==> src/rtl/mash_pkg.sv <==
package mash_pkg;
  // Bipolar sample: -1, 0 (reset/empty) or +1
  typedef logic signed [1:0] bip_t;

  function automatic bip_t to_bip(input logic b);
    return b ? 2'sd1 : -2'sd1;
  endfunction
endpackage

==> src/rtl/mash_tap_line.sv <==
module mash_tap_line #(
  parameter int DEPTH = 4
) (
  input  logic                          clk,
  input  logic                          rst,
  input  logic                          en,
  input  mash_pkg::bip_t                din,
  output mash_pkg::bip_t [DEPTH-1:0]    taps   // taps[k] = sample n-(k+1)
);
  mash_pkg::bip_t [DEPTH-1:0] hist_q;

  generate
    for (genvar k = 0; k < DEPTH; k++) begin : g_stage
      always_ff @(posedge clk) begin
        if (rst) begin
          hist_q[k] <= '0;
        end else if (en) begin
          if (k == 0) hist_q[k] <= din;
          else        hist_q[k] <= hist_q[(k == 0) ? 0 : k-1];
        end
      end
    end
  endgenerate

  assign taps = hist_q;

  // the newest stage captures the mapped input on a strobe
  p_capture_r2: assert property (@(posedge clk) disable iff (rst)
    en |=> (taps[0] == $past(din)));

  // history moves only on a strobe
  p_idle_hold_r7: assert property (@(posedge clk) disable iff (rst)
    !en |=> $stable(taps));
endmodule

==> src/rtl/mash_weight_sum.sv <==
module mash_weight_sum #(
  parameter int SUM_W = 8
) (
  input  mash_pkg::bip_t              m1_now,
  input  mash_pkg::bip_t [3:0]        m0_taps,  // n-1 .. n-4
  input  mash_pkg::bip_t [1:0]        m1_taps,  // n-1 .. n-2
  output logic signed [SUM_W-1:0]     sum
);
  logic signed [SUM_W-1:0] a2, a3, a4, b0, b1, b2, first, diff2, second;

  function automatic logic signed [SUM_W-1:0] ext(input mash_pkg::bip_t v);
    return {{(SUM_W-2){v[1]}}, v};
  endfunction

  always_comb begin
    a2 = ext(m0_taps[1]);
    a3 = ext(m0_taps[2]);
    a4 = ext(m0_taps[3]);
    b0 = ext(m1_now);
    b1 = ext(m1_taps[0]);
    b2 = ext(m1_taps[1]);
    // 3*a2 - 6*a3 + 4*a4
    first  = (a2 <<< 1) + a2 - (a3 <<< 2) - (a3 <<< 1) + (a4 <<< 2);
    // second difference, then *9
    diff2  = b0 - (b1 <<< 1) + b2;
    second = (diff2 <<< 3) + diff2;
    sum    = first + second;
  end
endmodule

==> src/rtl/mash_combiner.sv <==
module mash_combiner #(
  parameter int OUT_W    = 7,
  parameter int M0_DEPTH = 4,
  parameter int M1_DEPTH = 2
) (
  input  logic              clk,
  input  logic              rst,
  input  logic              smp_valid,
  input  logic              m0_bit,
  input  logic              m1_bit,
  output logic              out_valid,
  output logic [OUT_W-1:0]  out_data
);
  localparam int SUM_W = OUT_W + 1;
  localparam int CNT_W = $clog2(M0_DEPTH + 1);
  localparam logic [CNT_W-1:0] FULL = CNT_W'(M0_DEPTH);

  mash_pkg::bip_t                 m0_in, m1_in;
  mash_pkg::bip_t [M0_DEPTH-1:0]  m0_taps;
  mash_pkg::bip_t [M1_DEPTH-1:0]  m1_taps;
  logic signed [SUM_W-1:0]        sum;
  logic [CNT_W-1:0]               fill_q;
  logic                           primed;

  assign m0_in  = mash_pkg::to_bip(m0_bit);
  assign m1_in  = mash_pkg::to_bip(m1_bit);
  assign primed = (fill_q == FULL);

  mash_tap_line #(.DEPTH(M0_DEPTH)) u_m0_line (
    .clk(clk), .rst(rst), .en(smp_valid), .din(m0_in), .taps(m0_taps));

  mash_tap_line #(.DEPTH(M1_DEPTH)) u_m1_line (
    .clk(clk), .rst(rst), .en(smp_valid), .din(m1_in), .taps(m1_taps));

  mash_weight_sum #(.SUM_W(SUM_W)) u_sum (
    .m1_now(m1_in), .m0_taps(m0_taps[3:0]), .m1_taps(m1_taps[1:0]), .sum(sum));

  always_ff @(posedge clk) begin
    if (rst) begin
      fill_q    <= '0;
      out_valid <= 1'b0;
      out_data  <= '0;
    end else begin
      out_valid <= smp_valid && primed;
      if (smp_valid) begin
        out_data <= sum[OUT_W-1:0];
        if (!primed) fill_q <= fill_q + 1'b1;
      end
    end
  end

  // a valid word always follows a strobe by one clock
  p_valid_after_strobe_r3: assert property (@(posedge clk) disable iff (rst)
    out_valid |-> $past(smp_valid));

  // output word holds when no strobe came in
  p_hold_r4: assert property (@(posedge clk) disable iff (rst)
    !$past(smp_valid) |-> $stable(out_data));

  // no valid word before the history is full
  p_fill_r5: assert property (@(posedge clk) disable iff (rst)
    out_valid |-> ($past(fill_q) == FULL));

  // valid words stay within the reachable range
  p_no_overflow_r6: assert property (@(posedge clk) disable iff (rst)
    out_valid |-> ($signed(out_data) <= 49 && $signed(out_data) >= -49));

  // the truncated word matches the wide sum
  p_sum_fits_r6: assert property (@(posedge clk) disable iff (rst)
    smp_valid |-> (sum <= SUM_W'(49) && sum >= -SUM_W'(49)));
endmodule

==> config.mk <==
export PLATFORM = sky130hd
export DESIGN_NAME = mash_combiner
export DESIGN_NICKNAME = d
export VERILOG_FILES = /design/src/rtl/mash_pkg.sv /design/src/rtl/mash_tap_line.sv /design/src/rtl/mash_weight_sum.sv /design/src/rtl/mash_combiner.sv
export SDC_FILE = /design/constraint.sdc
export NUM_CORES = 1
export LEC_CHECK = 0
export CAP_MARGIN = 10
export CORE_MARGIN = 2
export CORE_UTILIZATION = 55
export CTS_CLUSTER_DIAMETER = 200
export DETAILED_ROUTE_END_ITERATION = 8
export DONT_BUFFER_PORTS = 1
export PLACE_DENSITY = 0.79
export SETUP_SLACK_MARGIN = 0.1
export SYNTH_ARGS = -nofsm -noshare
export SYNTH_HDL_FRONTEND = slang
export SYNTH_SLANG_ARGS = --single-unit
==> constraint.sdc <==
create_clock -name clk -period 6.9 [get_ports clk]
set_input_delay 2.07 -clock clk [delete_from_list [all_inputs] [get_ports clk]]
set_output_delay 2.07 -clock clk [all_outputs]
set_load 0.005 [all_outputs]
# --- Word level (Yosys, flattened, before mapping) ---
# Cells that the tools add are included.
totals:
  regBits: 23
  input_bits: 5
  out_inout_bits: 8
  word_cells: 24
op_classes:
  addsub: 9
  eq_ne: 1
  n_mux: 2
  bitwise: 1
  reduce_logical: 2
ops:
  columns: ["op", "n"]
  rows:
  - ["$add 7x4->7", 1]
  - ["$add 7x5->7", 1]
  - ["$add 7x7->7", 1]
  - ["$sub 7x3->7", 1]
  - ["$add 4x2->5", 1]
  - ["$sub 4x4->5", 1]
  - ["$add 3x2->4", 1]
  - ["$mux 2", 2]
  - ["$sub 2x3->4", 1]
  - ["$add 3x1->3 const B", 1]
  - ["$eq 3x3->1 const B", 1]
  - ["$reduce_and 2->1", 1]
  - ["$logic_and 1x1->1", 1]
  - ["$not 1->1", 1]

# --- Depth between registers and ports, before layout ---
depth:
  word_depth: 5
  depth_mapped: 19
  depth_no_buf: 19

# --- Cells and area by module ---
# From an unflattened synthesis, not the netlist that was laid out.
unflattened:
  hier_cells: 171
  area_unflattened_um2: 1729.2
by_module_without_submodules:
  columns: ["mod", "n_inst", "cells_each", "area_each_um2"]
  rows:
  - ["mash_weight_sum", 1, 87, 833.3]
  - ["mash_combiner", 1, 45, 470.5]
  - ["mash_tap_line (u_m0_line)", 1, 26, 285.3]
  - ["mash_tap_line (u_m1_line)", 1, 13, 140.1]

# --- Worst setup path before layout ---
# Ideal clock, no wire load.
synth_timing:
  path_type: "input-to-reg"
  startpoint: "input m1_bit"
  endpoint: "register out_data[6]"
  setup_ns: 0.138
  arrival_time_ns: 5.351
  required_ns: 6.762
  slack_ns: 1.411
  cell_stages: 17
  n_path_buf: 0
  cell_sequence: "ha_1 inv_1 fa_1 inv_1 fa_1 inv_1 fa_1 ha_1 ha_1 inv_1 fa_1 inv_1 a21o_1 a21oi_1 xnor3_1 nand3b_1 o221ai_1"
synth_via:
  elab_chain_len: 5
synth_lines:
  columns: ["element", "line", "rtl"]
  rows:
  - ["from (decl)", "mash_combiner.sv:10", "input logic m1_bit,"]
  - ["$mux 2", "mash_pkg.sv:6", "return b ? 2'sd1 : -2'sd1;"]
  - ["$sub 2x3->4", "mash_weight_sum.sv:25", "diff2 = b0 - (b1 <<< 1) + b2;"]
  - ["$add 4x2->5", "mash_weight_sum.sv:25", null]
  - ["$add 7x5->7", "mash_weight_sum.sv:26", "second = (diff2 <<< 3) + diff2;"]
  - ["$add 7x7->7", "mash_weight_sum.sv:27", "sum = first + second;"]
  - ["to (signal assigned)", "mash_combiner.sv:46", "out_data <= sum[OUT_W-1:0];"]
  - ["to (decl)", "mash_combiner.sv:12", "output logic [OUT_W-1:0] out_data"]
# Every way passes these cells.
# A chain may end at the register's enable or synchronous reset.

# --- Final worst setup path ---
# Ends and elaborated chain as after synthesis.

==> reports/results.txt <==
outcome = finished, final reports clean
CTS Sinks = 21
Post-CTS Hold Fix Bufs = 0
WP data required = 7.09 ns
Synthesized Nets = 201
hold slack = 0.490 ns
root buffer cell = clkbuf_4
Antenna Cells = 0
pwr/cell area = 338 nW/µm²
Startpoint Class = primary input
top-area cell type share of the netlist area = 26.3%
die area = 3350 µm²
CTS tree = yes
initial DRC count = 33
commonest non-fill, non-tap cell in the layout = inv_1
most frequent cells in the layout = inv_1 (33), dfxtp_1 (21), nor2_1 (20), ha_1 (20), fa_1 (13)
maximum clock insertion buffer count = 2
first-pass GRT wire length = 4.56 mm
core area = 2760 µm²
DR WL/cell = 12.9 µm
Vias/cell = 5.34
type of the most critical hold path = reg -> reg
Relative slew margins = 78.9%
Area Overhead vs Synth = 3.13%
Top Ports = 13
critical path class = in -> reg
GPL Wtd Cong = 0.759
Final HPWL DP = 2.07 mm
RSZ-0062 raised after global routing = false
die height = 57.9 µm
initial antenna violation count = 0
Worst-Skew Late Latency = 0.30 ns
maximum number of pins on one net before global-route repair = 25
count of cell types in the netlist = 31
Seq/Total Area, Yosys = 26.3%
Post-synth ARST share = 0%
GR Overflow Total = 0
wirelength, routed = 2.51 mm
Initial Util = 57.9%
Post-synth EDFFs = 0
vias in the first global route = 1072
Synth Instances = 163
Synth Warn # = 0
min cycle time layout = 5.31 ns
worst-path maximum fanout = 3
Tot GR Track Use = 17.5%
Setup Skew = 0.0101 ns
CP arrival = 5.50 ns
share of cells above drive strength 1 = 4.29%
# rows = 19
fin cells = 194
Worst Setup End Kind = flip-flop
mapped cell area = 1600 µm²
I/O Buffers = 0
VDD IR-drop max = 0.000370 V
Placed Cells = 190
setup violators final = 0
top cells by area, synth = dfxtp_1 (26%), fa_1 (16%), ha_1 (16%)
crit share post-route = 77.0%
Final WS setup = 1.59 ns
area leader, netlist = dfxtp_1
total of max-cap violations = 0
Max H-tree Level = 1
Antenna Violating Nets Remaining = 0
postcts setup bufs = 0
Worst-path clk slew = 0.12 ns
Final #Nets = 202
setup TNS = 0 ns
max frequency = 188 MHz
CTS resizes = 0
Die W = 57.9 µm
Slew Limit Fails = 0
syn_area_per_cell = 9.79 µm²
via count = 1035
DP Worst Slack = 1.23 ns
Static Leak = 0.817 nW
top_reg_cell synth = dfxtp_1
worst-margin pin slew = 0.315 ns
Fin. Hold Viols = 0
Initial DRT Pass Iterations = 5
#FFs+latches synth = 21
Inserted Clock Buffers = 3
drt drc = 0
-- Yosys cell counts, types with 3 or more instances --
master and number:
inv_1 33, dfxtp_1 21, ha_1 20, nor2_1 20, fa_1 13, mux2i_1 12, xnor2_1 6, xor2_1 5
a21oi_1 4, a211oi_1 3, a21o_1 3
-- power by group --
| part | switching [W] | total [W] | internal (W) |
|---|---|---|---|
| registers | 0.0000132 | 0.000151 | 0.000138 |
| logic | 0.000170 | 0.000347 | 0.000177 |
| clock network | 0.0000362 | 0.0000577 | 0.0000216 |
| total | 0.000220 | 0.000556 | 0.000336 |
-- routing by layer --
layer / wire [µm] / GRT usage (%)
met3: 96 / 4.02
met5: 0 / 0
met1: 1090 / 20.7
met4: 5 / 0.997
met2: 1320 / 33.4
-- registers in the layout (all words and copies together), names as in the netlist --
| signal | flops |
|---|---|
| out_data | 7 |
| u_m0_line.taps | 8 |
| fill_q | 3 |
| u_m1_line.taps | 2 |
| out_valid | 1 |
-- critical path, cell delays in order --
cell      delay, ns
ha_1           0.25
inv_1          0.06
fa_1           0.50
inv_1          0.06
fa_1           0.36
inv_1          0.08
fa_1           0.42
ha_1           0.29
ha_1           0.16
inv_1          0.05
fa_1           0.40
inv_1          0.07
a21o_1         0.10
a21oi_1        0.07
xnor3_1        0.35
nand3b_1       0.10
o221ai_1       0.11
-- metrics by stage --
step / util (%) / instance area (µm²) / total power (W)
after global routing: 59.7 / 1650 / 0.000623
after floorplan: - / 1600 / 0.000445
final: 59.7 / 1650 / 0.000556
after detailed placement: 58.7 / 1620 / 0.000504
after global placement: 58.7 / 1620 / 0.000486
after CTS: 59.7 / 1650 / 0.000567
-- kinds of logic (layout without fill, tap and decap cells) --
group,Yosys count,in the layout,share of synthesized area [%]
AOI/OAI and AO/OA,18,18,9.01
buffers and inverters,37,37,8.78
adders and majority gates,33,33,32.0
DFF,21,21,26.3
xor gates and xnor gates,12,12,7.44
muxes,12,12,7.52
and+or+nand+nor,30,30,8.93
-- path summary, 6_finish.rpt --
check | to | cells after the start | startpoint | slack [ns]
setup / recovery | out_data[6]$_SDFFE_PP0P_ | 17 | m1_bit | 1.59
setup reg to reg | out_data[6]$_SDFFE_PP0P_ | 16 | u_m0_line.taps[2]$_SDFFE_PP0P_ | 2.39
hold reg to reg | u_m0_line.taps[1]$_SDFFE_PP0P_ | 2 | u_m0_line.taps[1]$_SDFFE_PP0P_ | 0.49
hold / removal | u_m0_line.taps[1]$_SDFFE_PP0P_ | 2 | u_m0_line.taps[1]$_SDFFE_PP0P_ | 0.49
-- cell type report --
| cell class | count | area, µm² |
|---|---|---|
| Multi-Input combinational cell | 105 | 1040 |
| Fill cell | 244 | 1110 |
| Inverter | 33 | 124 |
| Sequential cell | 21 | 420 |
| Clock buffer | 3 | 22.5 |
| Clock inverter | 1 | 5.00 |
| Tap cell | 31 | 38.8 |
(Power assumes the default switching activity.)
